### src/rtl/swa_pkg.sv
package swa_pkg;

    localparam int unsigned SWA_DEF_WIDTH  = 8;
    localparam int unsigned SWA_DEF_WINDOW = 3;

    typedef enum logic {
        OP_ADD = 1'b0,
        OP_SUB = 1'b1
    } swa_op_e;

endpackage

### src/rtl/swa_operand_prep.sv
module swa_operand_prep
    import swa_pkg::*;
#(
    parameter int unsigned WIDTH = SWA_DEF_WIDTH
) (
    input  logic             sub_sel,
    input  logic [WIDTH-1:0] b_in,
    output logic [WIDTH-1:0] b_eff,
    output logic             carry_in
);
    swa_op_e op;

    always_comb begin
        op = swa_op_e'(sub_sel);
        unique case (op)
            OP_ADD: begin
                b_eff    = b_in;
                carry_in = 1'b0;
            end
            OP_SUB: begin
                b_eff    = ~b_in;
                carry_in = 1'b1;
            end
            default: begin
                b_eff    = b_in;
                carry_in = 1'b0;
            end
        endcase
    end
endmodule

### src/rtl/swa_window_sum.sv
module swa_window_sum
    import swa_pkg::*;
#(
    parameter int unsigned WIDTH  = SWA_DEF_WIDTH,
    parameter int unsigned WINDOW = SWA_DEF_WINDOW
) (
    input  logic [WIDTH-1:0] a,
    input  logic [WIDTH-1:0] b,
    input  logic             carry_in,
    output logic [WIDTH-1:0] sum
);
    logic [WIDTH-1:0] gen;
    logic [WIDTH-1:0] prop;

    assign gen  = a & b;
    assign prop = a ^ b;

    // Each bit owns a private ripple chain covering the WINDOW-1 bits below it.
    for (genvar i = 0; i < WIDTH; i++) begin : g_bit
        localparam int LO = (i - int'(WINDOW) + 1 > 0) ? (i - int'(WINDOW) + 1) : 0;
        logic win_carry;

        always_comb begin
            win_carry = (LO == 0) ? carry_in : 1'b0;
            for (int j = LO; j < i; j++) begin
                win_carry = gen[j] | (prop[j] & win_carry);
            end
        end

        assign sum[i] = prop[i] ^ win_carry;
    end
endmodule

### src/rtl/swa_ripple_sum.sv
module swa_ripple_sum
    import swa_pkg::*;
#(
    parameter int unsigned WIDTH = SWA_DEF_WIDTH
) (
    input  logic [WIDTH-1:0] a,
    input  logic [WIDTH-1:0] b,
    input  logic             carry_in,
    output logic [WIDTH-1:0] sum
);
    logic [WIDTH:0] chain;

    always_comb begin
        chain[0] = carry_in;
        for (int j = 0; j < int'(WIDTH); j++) begin
            sum[j]     = a[j] ^ b[j] ^ chain[j];
            chain[j+1] = (a[j] & b[j]) | ((a[j] ^ b[j]) & chain[j]);
        end
    end
endmodule

### src/rtl/spec_window_adder.sv
module spec_window_adder
    import swa_pkg::*;
#(
    parameter int unsigned WIDTH  = SWA_DEF_WIDTH,
    parameter int unsigned WINDOW = SWA_DEF_WINDOW
) (
    input  logic             clk,
    input  logic             rst_n,
    input  logic             in_valid,
    input  logic             sub_sel,
    input  logic [WIDTH-1:0] op_a,
    input  logic [WIDTH-1:0] op_b,
    output logic             spec_valid,
    output logic [WIDTH-1:0] spec_sum,
    output logic             exact_valid,
    output logic [WIDTH-1:0] exact_sum,
    output logic             mismatch
);
    logic [WIDTH-1:0] b_eff;
    logic             cin;
    logic [WIDTH-1:0] win_sum;

    // Stage-one record: speculative value plus the operands kept for the exact pass.
    logic             s1_valid;
    logic [WIDTH-1:0] s1_spec;
    logic [WIDTH-1:0] s1_a;
    logic [WIDTH-1:0] s1_b;
    logic             s1_cin;

    logic [WIDTH-1:0] full_sum;
    logic             s2_valid;
    logic [WIDTH-1:0] s2_exact;
    logic             s2_miss;

    swa_operand_prep #(.WIDTH(WIDTH)) u_prep (
        .sub_sel  (sub_sel),
        .b_in     (op_b),
        .b_eff    (b_eff),
        .carry_in (cin)
    );

    swa_window_sum #(.WIDTH(WIDTH), .WINDOW(WINDOW)) u_window (
        .a        (op_a),
        .b        (b_eff),
        .carry_in (cin),
        .sum      (win_sum)
    );

    always_ff @(posedge clk) begin
        if (!rst_n) begin
            s1_valid <= 1'b0;
            s1_spec  <= '0;
            s1_a     <= '0;
            s1_b     <= '0;
            s1_cin   <= 1'b0;
        end else begin
            s1_valid <= in_valid;
            if (in_valid) begin
                s1_spec <= win_sum;
                s1_a    <= op_a;
                s1_b    <= b_eff;
                s1_cin  <= cin;
            end
        end
    end

    swa_ripple_sum #(.WIDTH(WIDTH)) u_exact (
        .a        (s1_a),
        .b        (s1_b),
        .carry_in (s1_cin),
        .sum      (full_sum)
    );

    always_ff @(posedge clk) begin
        if (!rst_n) begin
            s2_valid <= 1'b0;
            s2_exact <= '0;
            s2_miss  <= 1'b0;
        end else begin
            s2_valid <= s1_valid;
            if (s1_valid) begin
                s2_exact <= full_sum;
                s2_miss  <= (full_sum != s1_spec);
            end
        end
    end

    assign spec_valid  = s1_valid;
    assign spec_sum    = s1_spec;
    assign exact_valid = s2_valid;
    assign exact_sum   = s2_exact;
    assign mismatch    = s2_miss;

    a_r7_spec_latency: assert property (@(posedge clk) disable iff (!rst_n)
        in_valid |=> spec_valid);

    a_r7_exact_latency: assert property (@(posedge clk) disable iff (!rst_n)
        spec_valid |=> exact_valid);

    a_r7_exact_needs_spec: assert property (@(posedge clk) disable iff (!rst_n)
        exact_valid |-> $past(spec_valid));

    a_r8_spec_holds: assert property (@(posedge clk) disable iff (!rst_n)
        !in_valid |=> $stable(spec_sum));

    a_r8_exact_holds: assert property (@(posedge clk) disable iff (!rst_n)
        !spec_valid |=> ($stable(exact_sum) && $stable(mismatch)));

    a_r9_flag_matches: assert property (@(posedge clk) disable iff (!rst_n)
        exact_valid |-> (mismatch == (exact_sum != $past(spec_sum))));
endmodule

### config.mk
export PLATFORM = sky130hd
export DESIGN_NAME = spec_window_adder
export DESIGN_NICKNAME = d
export VERILOG_FILES = /design/src/rtl/swa_pkg.sv /design/src/rtl/swa_operand_prep.sv /design/src/rtl/swa_window_sum.sv /design/src/rtl/swa_ripple_sum.sv /design/src/rtl/spec_window_adder.sv
export SDC_FILE = /design/constraint.sdc
export NUM_CORES = 1
export LEC_CHECK = 0
export CORE_MARGIN = 1
export CORE_UTILIZATION = 46
export CTS_CLUSTER_DIAMETER = 100
export DETAILED_ROUTE_END_ITERATION = 10
export PLACE_DENSITY = 0.83
export SYNTH_ARGS = -nofsm -noshare
export SYNTH_HDL_FRONTEND = slang
export SYNTH_SLANG_ARGS = --single-unit
### constraint.sdc
create_clock -name clk -period 3.5 [get_ports clk]
set_clock_uncertainty 0.1 [all_clocks]
set_input_delay 0.7 -clock clk [delete_from_list [all_inputs] [get_ports clk]]
set_output_delay 0.7 -clock clk [all_outputs]
set_load 0.01 [all_outputs]
# Word-level counts from Yosys, hierarchy flattened
# Index checks and enable logic that the tools add are counted.
# totals
register_bits	36
out_inout_bits	19
wordCells	74
# op_classes
bitwise_logic	63
muxes	2
eq_ne	1
# ops
cell	count
XOR 1 bit	24
AND 1 bit	21
one-hot mux 8 bit (2 select lines)	1
bitwise OR 1 bit	14
!= test 8 bit	1
inverter 8 bit	1
XOR 8 bit	1
AND 7 bit	1
one-hot mux 1 bit (2 select lines)	1
inverter 1 bit	1

# Longest topological paths before layout
# Gate-level depths: netlist of the first run.
# depth
word_depth	17
ltp_mapped	12

# Modules after synthesis
# Synthesis of the first run repeated with hierarchy kept, for this count alone.
# hier_totals
cells_unflattened	174
area_unflattened_um2	1938.1
# by_module_without_submodules
mod	cells_per_inst	n_inst	area_per_inst_um2
spec_window_adder	124	1	1438.9
swa_window_sum	27	1	227.7
swa_ripple_sum	13	1	182.7
swa_operand_prep	10	1	88.8

# Worst setup path after synthesis of the first run
# Ideal clock, no wire load.
# synth_path
kind	register to register
startpoint	reg s1_a[0]
endpoint	reg s2_miss (netlist: mismatch)
period_less_slack_ps	3582
setup_slack_ps	-82
arrival_time_ps	3362
required_time_ps	3281
setup_ps	119
stages_incl_launch_ff	13
path_cell_list	dfxtp_1 -> fa_1 -> inv_1 -> fa_1 -> fa_1 -> fa_1 -> fa_1 -> fa_1 -> fa_1 -> xnor2_1 -> xnor2_1 -> xor2_1 -> a21oi_1
# synth_between
elab_chain_cells	17
elab_cells_between_ends	25
classes_between	1 x eq/ne; 24 x bitwise
# synth_lines
element	line	text
start: declaration	spec_window_adder.sv:26	logic [WIDTH-1:0] s1_a;
start signal: assignment	spec_window_adder.sv:60	s1_a <= op_a;
XOR 1 bit	swa_ripple_sum.sv:16, swa_ripple_sum.sv:17	
AND 1 bit	swa_ripple_sum.sv:17	chain[j+1] = (a[j] & b[j]) | ((a[j] ^ b[j]) & chain[j]);
bitwise OR 1 bit	swa_ripple_sum.sv:17	
AND 1 bit	swa_ripple_sum.sv:17	
bitwise OR 1 bit	swa_ripple_sum.sv:17	
AND 1 bit	swa_ripple_sum.sv:17	
bitwise OR 1 bit	swa_ripple_sum.sv:17	
AND 1 bit	swa_ripple_sum.sv:17	
bitwise OR 1 bit	swa_ripple_sum.sv:17	
AND 1 bit	swa_ripple_sum.sv:17	
bitwise OR 1 bit	swa_ripple_sum.sv:17	
AND 1 bit	swa_ripple_sum.sv:17	
bitwise OR 1 bit	swa_ripple_sum.sv:17	
AND 1 bit	swa_ripple_sum.sv:17	
bitwise OR 1 bit	swa_ripple_sum.sv:17	
XOR 1 bit	swa_ripple_sum.sv:16	sum[j] = a[j] ^ b[j] ^ chain[j];
!= test 8 bit (*)	spec_window_adder.sv:83	s2_miss <= (full_sum != s1_spec);
end signal: assignment	spec_window_adder.sv:83	
end: declaration	spec_window_adder.sv:33	logic s2_miss;
# Mark *: on every way between the ends. The rest lies on a longest branch, timed or not.
# A chain may end at the register's enable or synchronous reset.

# Final worst setup path of the first run
# Ends and elaborated chain as after synthesis.

==> results of run 1 <==
-- flip-flops by register name, summed over array words and instances, names as in the netlist --
signal	count
s1_cin	1
exact_sum	8
spec_sum	8
s1_b	8
s1_a	8
spec_valid	1
mismatch	1
exact_valid	1
-- synth_stat cells --
library cell	number	area, µm²
sky130_fd_sc_hd__a21oi_1	7	35.0
sky130_fd_sc_hd__and2_1	2	12.5
sky130_fd_sc_hd__buf_1	1	3.75
sky130_fd_sc_hd__buf_2	2	10.0
sky130_fd_sc_hd__buf_6	1	11.3
sky130_fd_sc_hd__clkbuf_1	6	22.5
sky130_fd_sc_hd__dfxtp_1	36	721
sky130_fd_sc_hd__fa_1	8	160
sky130_fd_sc_hd__ha_1	6	75.1
sky130_fd_sc_hd__inv_1	15	56.3
sky130_fd_sc_hd__mux2i_1	21	210
sky130_fd_sc_hd__nand2_1	11	41.3
sky130_fd_sc_hd__nand3_1	2	10.0
sky130_fd_sc_hd__nand3b_1	1	7.51
sky130_fd_sc_hd__nand4_1	2	12.5
sky130_fd_sc_hd__nor2_1	1	3.75
sky130_fd_sc_hd__nor2b_1	20	125
sky130_fd_sc_hd__o211a_1	11	110
sky130_fd_sc_hd__o21ai_0	2	10.0
sky130_fd_sc_hd__or3b_1	1	8.76
sky130_fd_sc_hd__xnor2_1	12	105
sky130_fd_sc_hd__xnor2_4	1	27.5
sky130_fd_sc_hd__xor2_1	12	105
-- metrics by stage --
stage / power, mW / setup TNS (ps)
2_1_floorplan: 0.638 / 0
3_3_place_gp: 0.729 / -26.2
3_5_place_dp: 0.736 / -202
4_1_cts: 1.04 / -45.8
5_1_grt: 1.09 / -186
6_report: 1.03 / -24.8
-- cells in the final DEF (no fill, tap or decap), types with 3 or more instances in the layout --
cell / Yosys / final
sky130_fd_sc_hd__a21oi_1: 7 / 7
sky130_fd_sc_hd__buf_4: 0 / 4
sky130_fd_sc_hd__clkbuf_8: 0 / 6
sky130_fd_sc_hd__clkdlybuf4s50_1: 0 / 38
sky130_fd_sc_hd__dfxtp_1: 36 / 33
sky130_fd_sc_hd__dfxtp_2: 0 / 3
sky130_fd_sc_hd__fa_2: 0 / 7
sky130_fd_sc_hd__ha_1: 6 / 6
sky130_fd_sc_hd__inv_1: 15 / 14
sky130_fd_sc_hd__mux2i_1: 21 / 21
sky130_fd_sc_hd__nand2_1: 11 / 11
sky130_fd_sc_hd__nor2b_1: 20 / 20
sky130_fd_sc_hd__o211a_1: 11 / 11
sky130_fd_sc_hd__xnor2_1: 12 / 10
sky130_fd_sc_hd__xor2_1: 12 / 12
-- repair_timing --
action	CTS	global route
gates resized for setup	5	4
setup endpoints to repair	2	2
hold buffers	0	0
buffers inserted	1	0
pin swaps	2	4
-- cell type report --
cell class	count	area [µm²]	area share, %
tap	48	60.1	2.47
inverter	15	56.3	2.31
sequential	36	724	29.8
timing repair buffer	42	410	16.9
clock buffer	8	90.1	3.70
multi-input combinational	120	1090	44.9
-- metal layers --
metal | up-vias | track usage, % | share of wire, %
met5 | - | 0 | 0
met4 | 0 | 7.98 | 1.0
met3 | 5 | 5.17 | 3.6
met2 | 31 | 26.3 | 46
met1 | 606 | 22.2 | 49
li1 | 669 | - | -
-- power by group --
group	total, mW	switching, mW	internal (mW)
Clock	0.297	0.136	0.160
Combinational	0.261	0.114	0.147
Sequential	0.472	0.0282	0.444
-- path summary, 6_finish.rpt --
path	cells past startpoint	to	from	slack, ps
worst max-delay path	12	mismatch	s1_a[0]	-20
worst min-delay path	1	exact_sum[6]	exact_sum[6]	380
worst max register to register	12	mismatch	s1_a[0]	-20
worst min register to register	1	exact_sum[6]	exact_sum[6]	380
-- kinds of logic after synthesis --
logic type	count (synthesis)	synth area share, %
xor+xnor	25	12.6
compound gates	20	8.23
simple gates	40	11.8
buf+inv	25	5.51
fa+ha+maj	14	12.5
flops	36	38.2
mux	21	11.2
==> impl_metrics.ini, run 1 <==
[routing]
vias_per_std_cell = 4.87
detailedRoute.firstIterationViolations = 60
antenna_left = 0
detail_route.wl_per_cell_um = 12.6
drcViolationCount = 0
route.vias.total = 1311
wirelength_um = 3400
first_pass_iters = 4

[synth]
netlist_instances = 181
synth.lib_cells_used.distinct = 23
ys_seq_area_share_pct = 38.2
yosysWarningCount = 0
flop_and_latch_count_out_of_synthesis = 36
post_synth.cell_area_avg_um2 = 10.4
syn_nets = 215
post_synth_instance_area_um2 = 1880

[placement]
detailedPlacementHpwl_um = 2560
place_area_um2 = 2310
dpl_worst_slack_ps = -143
dpl.cell_count = 260
port_buffers = 38
finalWeightedCongestion = 0.764

[final_layout]
filler_cell_count = 322
num-nets-final = 254
antennaDiodeCount = 0
drive_above_1_share_pct = 10.9
final_cell_area_um2 = 2430
finish.cell_count_without_fillers = 269
area_delta_synth_final_pct = 29.1
postLayoutCoreUtil_pct = 64.1

[setup_path]
path_cells = fa_2, inv_2, fa_2, fa_2, fa_2, fa_2, fa_2, fa_2, xor2_1, nand4_1, nor2_1, a21oi_1
critical_path.startpoint_type = flop
critPathMaxStageDelay_ps = 560
worst-endpoint-arrival_ps = 3600
worst-setup-path-type = reg -> reg
critical-path-top-cell-by-count = sky130_fd_sc_hd__fa_2
cp-end-kind = flop
cp_num_buf_inv = 1
slowest_stage = sky130_fd_sc_hd__fa_2
crit_required_ps = 3570
path_delay_family = adder cells
cp_max_fo = 2

[run_status]
failing_checks = negative setup slack
status = complete, but fails checks

[clock_network]
ctsLongestPathBuffers = 2
htree_num_levels = 2
worstSkewPairLatency_ps = 280
cts-buffers-inserted = 5
clock_tree.root_cell = sky130_fd_sc_hd__clkbuf_8
cts_tree = done
cts.sink_count = 36
clkTransAtPathRegs_ps = 60

[global_route]
globalRouteOverflowTotal = 0
grt_start_max_net_pins = 32
grt_pass1_wl_um = 5510
grt_antenna_before_repair = 0
track_usage_pct = 17.2
grt_pass1_vias = 1216

[floorplan]
dieHeight_um = 66
core_um2 = 3800
standard_cell_rows = 22
die_w_um = 66
pin_count = 39
effective_utilization_at_floorplan_pct = 49.6
die_area_um2 = 4360

[timing]
hold_viol_final = 0
fin_crit_sh_pct = 101
final_critical_period_ps = 3520
grt_setup_unrepaired = yes
timing_max_transition_violations_final = 0
max_clock_freq_ghz = 0.284
setup_viol_count_final = 1
hold-worst-slack_ps = 380
worst-slew-pin-transition_ps = 566
finalWorstSetupSlack_ps = -24.8
slew_headroom_pct = 62.2

[job]
drv_cap = 0

[power_and_ir_drop]
irDropWorstVdd_v = 0.000167
p_leak_nw = 1.05
power_density_nw_per_um2 = 423

[worst_hold_path]
hold_path.class = reg -> reg
Note: power is estimated with default switching activity, not from simulation.
==> run 2: changes to the inputs <==
--- a/config.mk
+++ b/config.mk
@@ -10,6 +10,7 @@
 export CTS_CLUSTER_DIAMETER = 100
 export DETAILED_ROUTE_END_ITERATION = 10
 export PLACE_DENSITY = 0.83
+export REMOVE_ABC_BUFFERS = 1
 export SYNTH_ARGS = -nofsm -noshare
 export SYNTH_HDL_FRONTEND = slang
 export SYNTH_SLANG_ARGS = --single-unit
==> impl_metrics.ini, run 2 (synthesis gave the netlist of run 1 again) <==
[run_status]
status = finished, final reports clean

[setup_path]
cp-end-kind = flop
worst-endpoint-arrival_ps = 3570
worst-setup-path-type = reg -> reg
startpoint_of_the_worst_register_to_register_path = s1_a[0]
critical-path-top-cell-by-count = sky130_fd_sc_hd__fa_2
r2r.worst_path.cells = 12
cp_max_fo = 2
path_cells = fa_1, inv_1, fa_2, fa_2, fa_2, fa_2, fa_2, fa_2, xor2_1, nand4_1, nor2_1, a21oi_1
slowest_stage = sky130_fd_sc_hd__fa_2
reg2reg_to = mismatch
path_delay_family = adder cells
critPathMaxStageDelay_ps = 550
regToRegSetupSlack_ps = 7
cp_num_buf_inv = 1
critical_path.startpoint_type = flop
crit_required_ps = 3580

[worst_hold_path]
hold_end = exact_sum[6]
hold_path.startpoint = exact_sum[6]
hold_path.class = reg -> reg
worst_hold_path.num_cells = 1

[timing]
hold-worst-slack_ps = 382
final_critical_period_ps = 3490
grt_setup_unrepaired = yes
timing_max_transition_violations_final = 0
finalWorstSetupSlack_ps = 7.26
fin_crit_sh_pct = 99.8
worst-slew-pin-transition_ps = 625
max_clock_freq_ghz = 0.286
slew_headroom_pct = 58.2
setup_viol_count_final = 0
hold_viol_final = 0

[power_and_ir_drop]
power_frac_comb_pct = 23.3
power_frac_clock_pct = 35.2
p_leak_nw = 1.06
power_density_nw_per_um2 = 460
irDropWorstVdd_v = 0.000310
power_report.internal_total_mw = 0.840
power.share.sequential_pct = 41.5
total_power_mw = 1.13
power.share.switching_pct = 25.7
total_switching_power_mw = 0.291

[final_layout]
filler_cell_count = 307
antennaDiodeCount = 0
finish.cell_count_without_fillers = 270
multi_input_comb_area_um2 = 1070
postLayoutCoreUtil_pct = 64.8
area.sequential_um2 = 724
area_delta_synth_final_pct = 30.5
drive_above_1_share_pct = 10.4
mostFrequentLayoutCells = 38 x sky130_fd_sc_hd__clkdlybuf4s50_1, 33 x sky130_fd_sc_hd__dfxtp_1, 21 x sky130_fd_sc_hd__mux2i_1
num-nets-final = 255
layout.cells.most_common = sky130_fd_sc_hd__clkdlybuf4s50_1

[floorplan]
pin_count = 39
standard_cell_rows = 22
dieHeight_um = 66
die_area_um2 = 4360
die_w_um = 66
effective_utilization_at_floorplan_pct = 49.6
core_um2 = 3800

[clock_network]
clkTransAtPathRegs_ps = 70
cts_tree = done
clock_tree.root_cell = sky130_fd_sc_hd__clkbuf_8
cts-buffers-inserted = 5
cts_setup_buffers = 0
worstSkewPairLatency_ps = 290
cts.sink_count = 36
ctsLongestPathBuffers = 2
htree_num_levels = 2

[global_route]
globalRouteOverflowTotal = 0
grt_start_max_net_pins = 20
grt_pass1_vias = 1309
track_usage_pct = 19.6
grt_pass1_wl_um = 6190
grt_antenna_before_repair = 0

[routing]
antenna_left = 0
route.vias.total = 1356
wirelength_um = 3740
detailedRoute.firstIterationViolations = 47
first_pass_iters = 4
drcViolationCount = 0
detail_route.wl_per_cell_um = 13.9
vias_per_std_cell = 5.02

[job]
drv_cap = 0

[placement]
finalWeightedCongestion = 0.753
detailedPlacementHpwl_um = 2740
port_buffers = 38
dpl_worst_slack_ps = -233
dpl.cell_count = 262
[run 2: cell count changes in the layout (fill, tap and decap cells not counted)]
cell	previous run	this run
sky130_fd_sc_hd__clkbuf_1	2	0
sky130_fd_sc_hd__inv_1	14	15
sky130_fd_sc_hd__clkbuf_8	6	7
sky130_fd_sc_hd__xnor2_1	10	12
sky130_fd_sc_hd__inv_2	1	0
sky130_fd_sc_hd__xnor2_2	2	0
sky130_fd_sc_hd__fa_1	1	2
sky130_fd_sc_hd__bufinv_16	0	1
sky130_fd_sc_hd__buf_4	4	5
sky130_fd_sc_hd__fa_2	7	6
[run 2: repair_timing]
action | 4_1_cts | 5_1_grt
gates resized for setup | 9 | 0
endpoints found under the setup margin | 2 | 2
pin swaps | 1 | 2
hold buffers | 0 | 0
[run 2: area by class of cell]
type	count	share of cell area, %
tap	48	2.44
timing repair buffer	43	17.0
multi-input combinational	120	43.7
clock buffer	7	3.92
sequential	36	29.5
inverter	15	2.29
clock inverter	1	1.22
[run 2: stage by stage]
stage               instance area (µm²)  setup TNS [ps]
finish                             2460               0
global route                       2460            -103
CTS                                2460               0
detailed placement                 2310            -407
global placement                   2310            -268
floorplan                          1840            -129
[run 2: how the worst max path moves through the flow]
stage | start | to | slack (ps) | cells after the start
6_report | s1_a[0] | mismatch | 7 | 12
5_1_grt | s1_a[0] | mismatch | -90 | 12
4_1_cts | s1_a[0] | mismatch | 10 | 12
3_5_place_dp | s1_a[0] | mismatch | -230 | 12
3_3_place_gp | s1_a[0] | mismatch | -160 | 12
2_1_floorplan | s1_a[0] | mismatch | -80 | 12
[run 2: layer usage]
layer | global-route usage (%) | vias to the layer above | part of all wire [%]
met5 | 0 | - | 0
met4 | 9.57 | 0 | 2.2
met3 | 3.62 | 8 | 3.7
met2 | 32.1 | 34 | 51
met1 | 24.6 | 644 | 43
li1 | - | 670 | -
[run 2: worst reg2reg max path, stage by stage, from the launching register on]
cell and delay, ps:
sky130_fd_sc_hd__dfxtp_2 360, sky130_fd_sc_hd__fa_1 190, sky130_fd_sc_hd__inv_1 50, sky130_fd_sc_hd__fa_2 330, sky130_fd_sc_hd__fa_2 340, sky130_fd_sc_hd__fa_2 350, sky130_fd_sc_hd__fa_2 340, sky130_fd_sc_hd__fa_2 350
sky130_fd_sc_hd__fa_2 550, sky130_fd_sc_hd__xor2_1 140, sky130_fd_sc_hd__nand4_1 120, sky130_fd_sc_hd__nor2_1 100, sky130_fd_sc_hd__a21oi_1 70
[run 2: power by group through the flow]
stage	clock network, mW	logic, mW	registers [mW]
2_1_floorplan	0	0.140	0.483
3_3_place_gp	0	0.254	0.477
3_5_place_dp	0	0.259	0.478
4_1_cts	0.403	0.265	0.469
5_1_grt	0.425	0.291	0.472
6_report	0.398	0.263	0.470
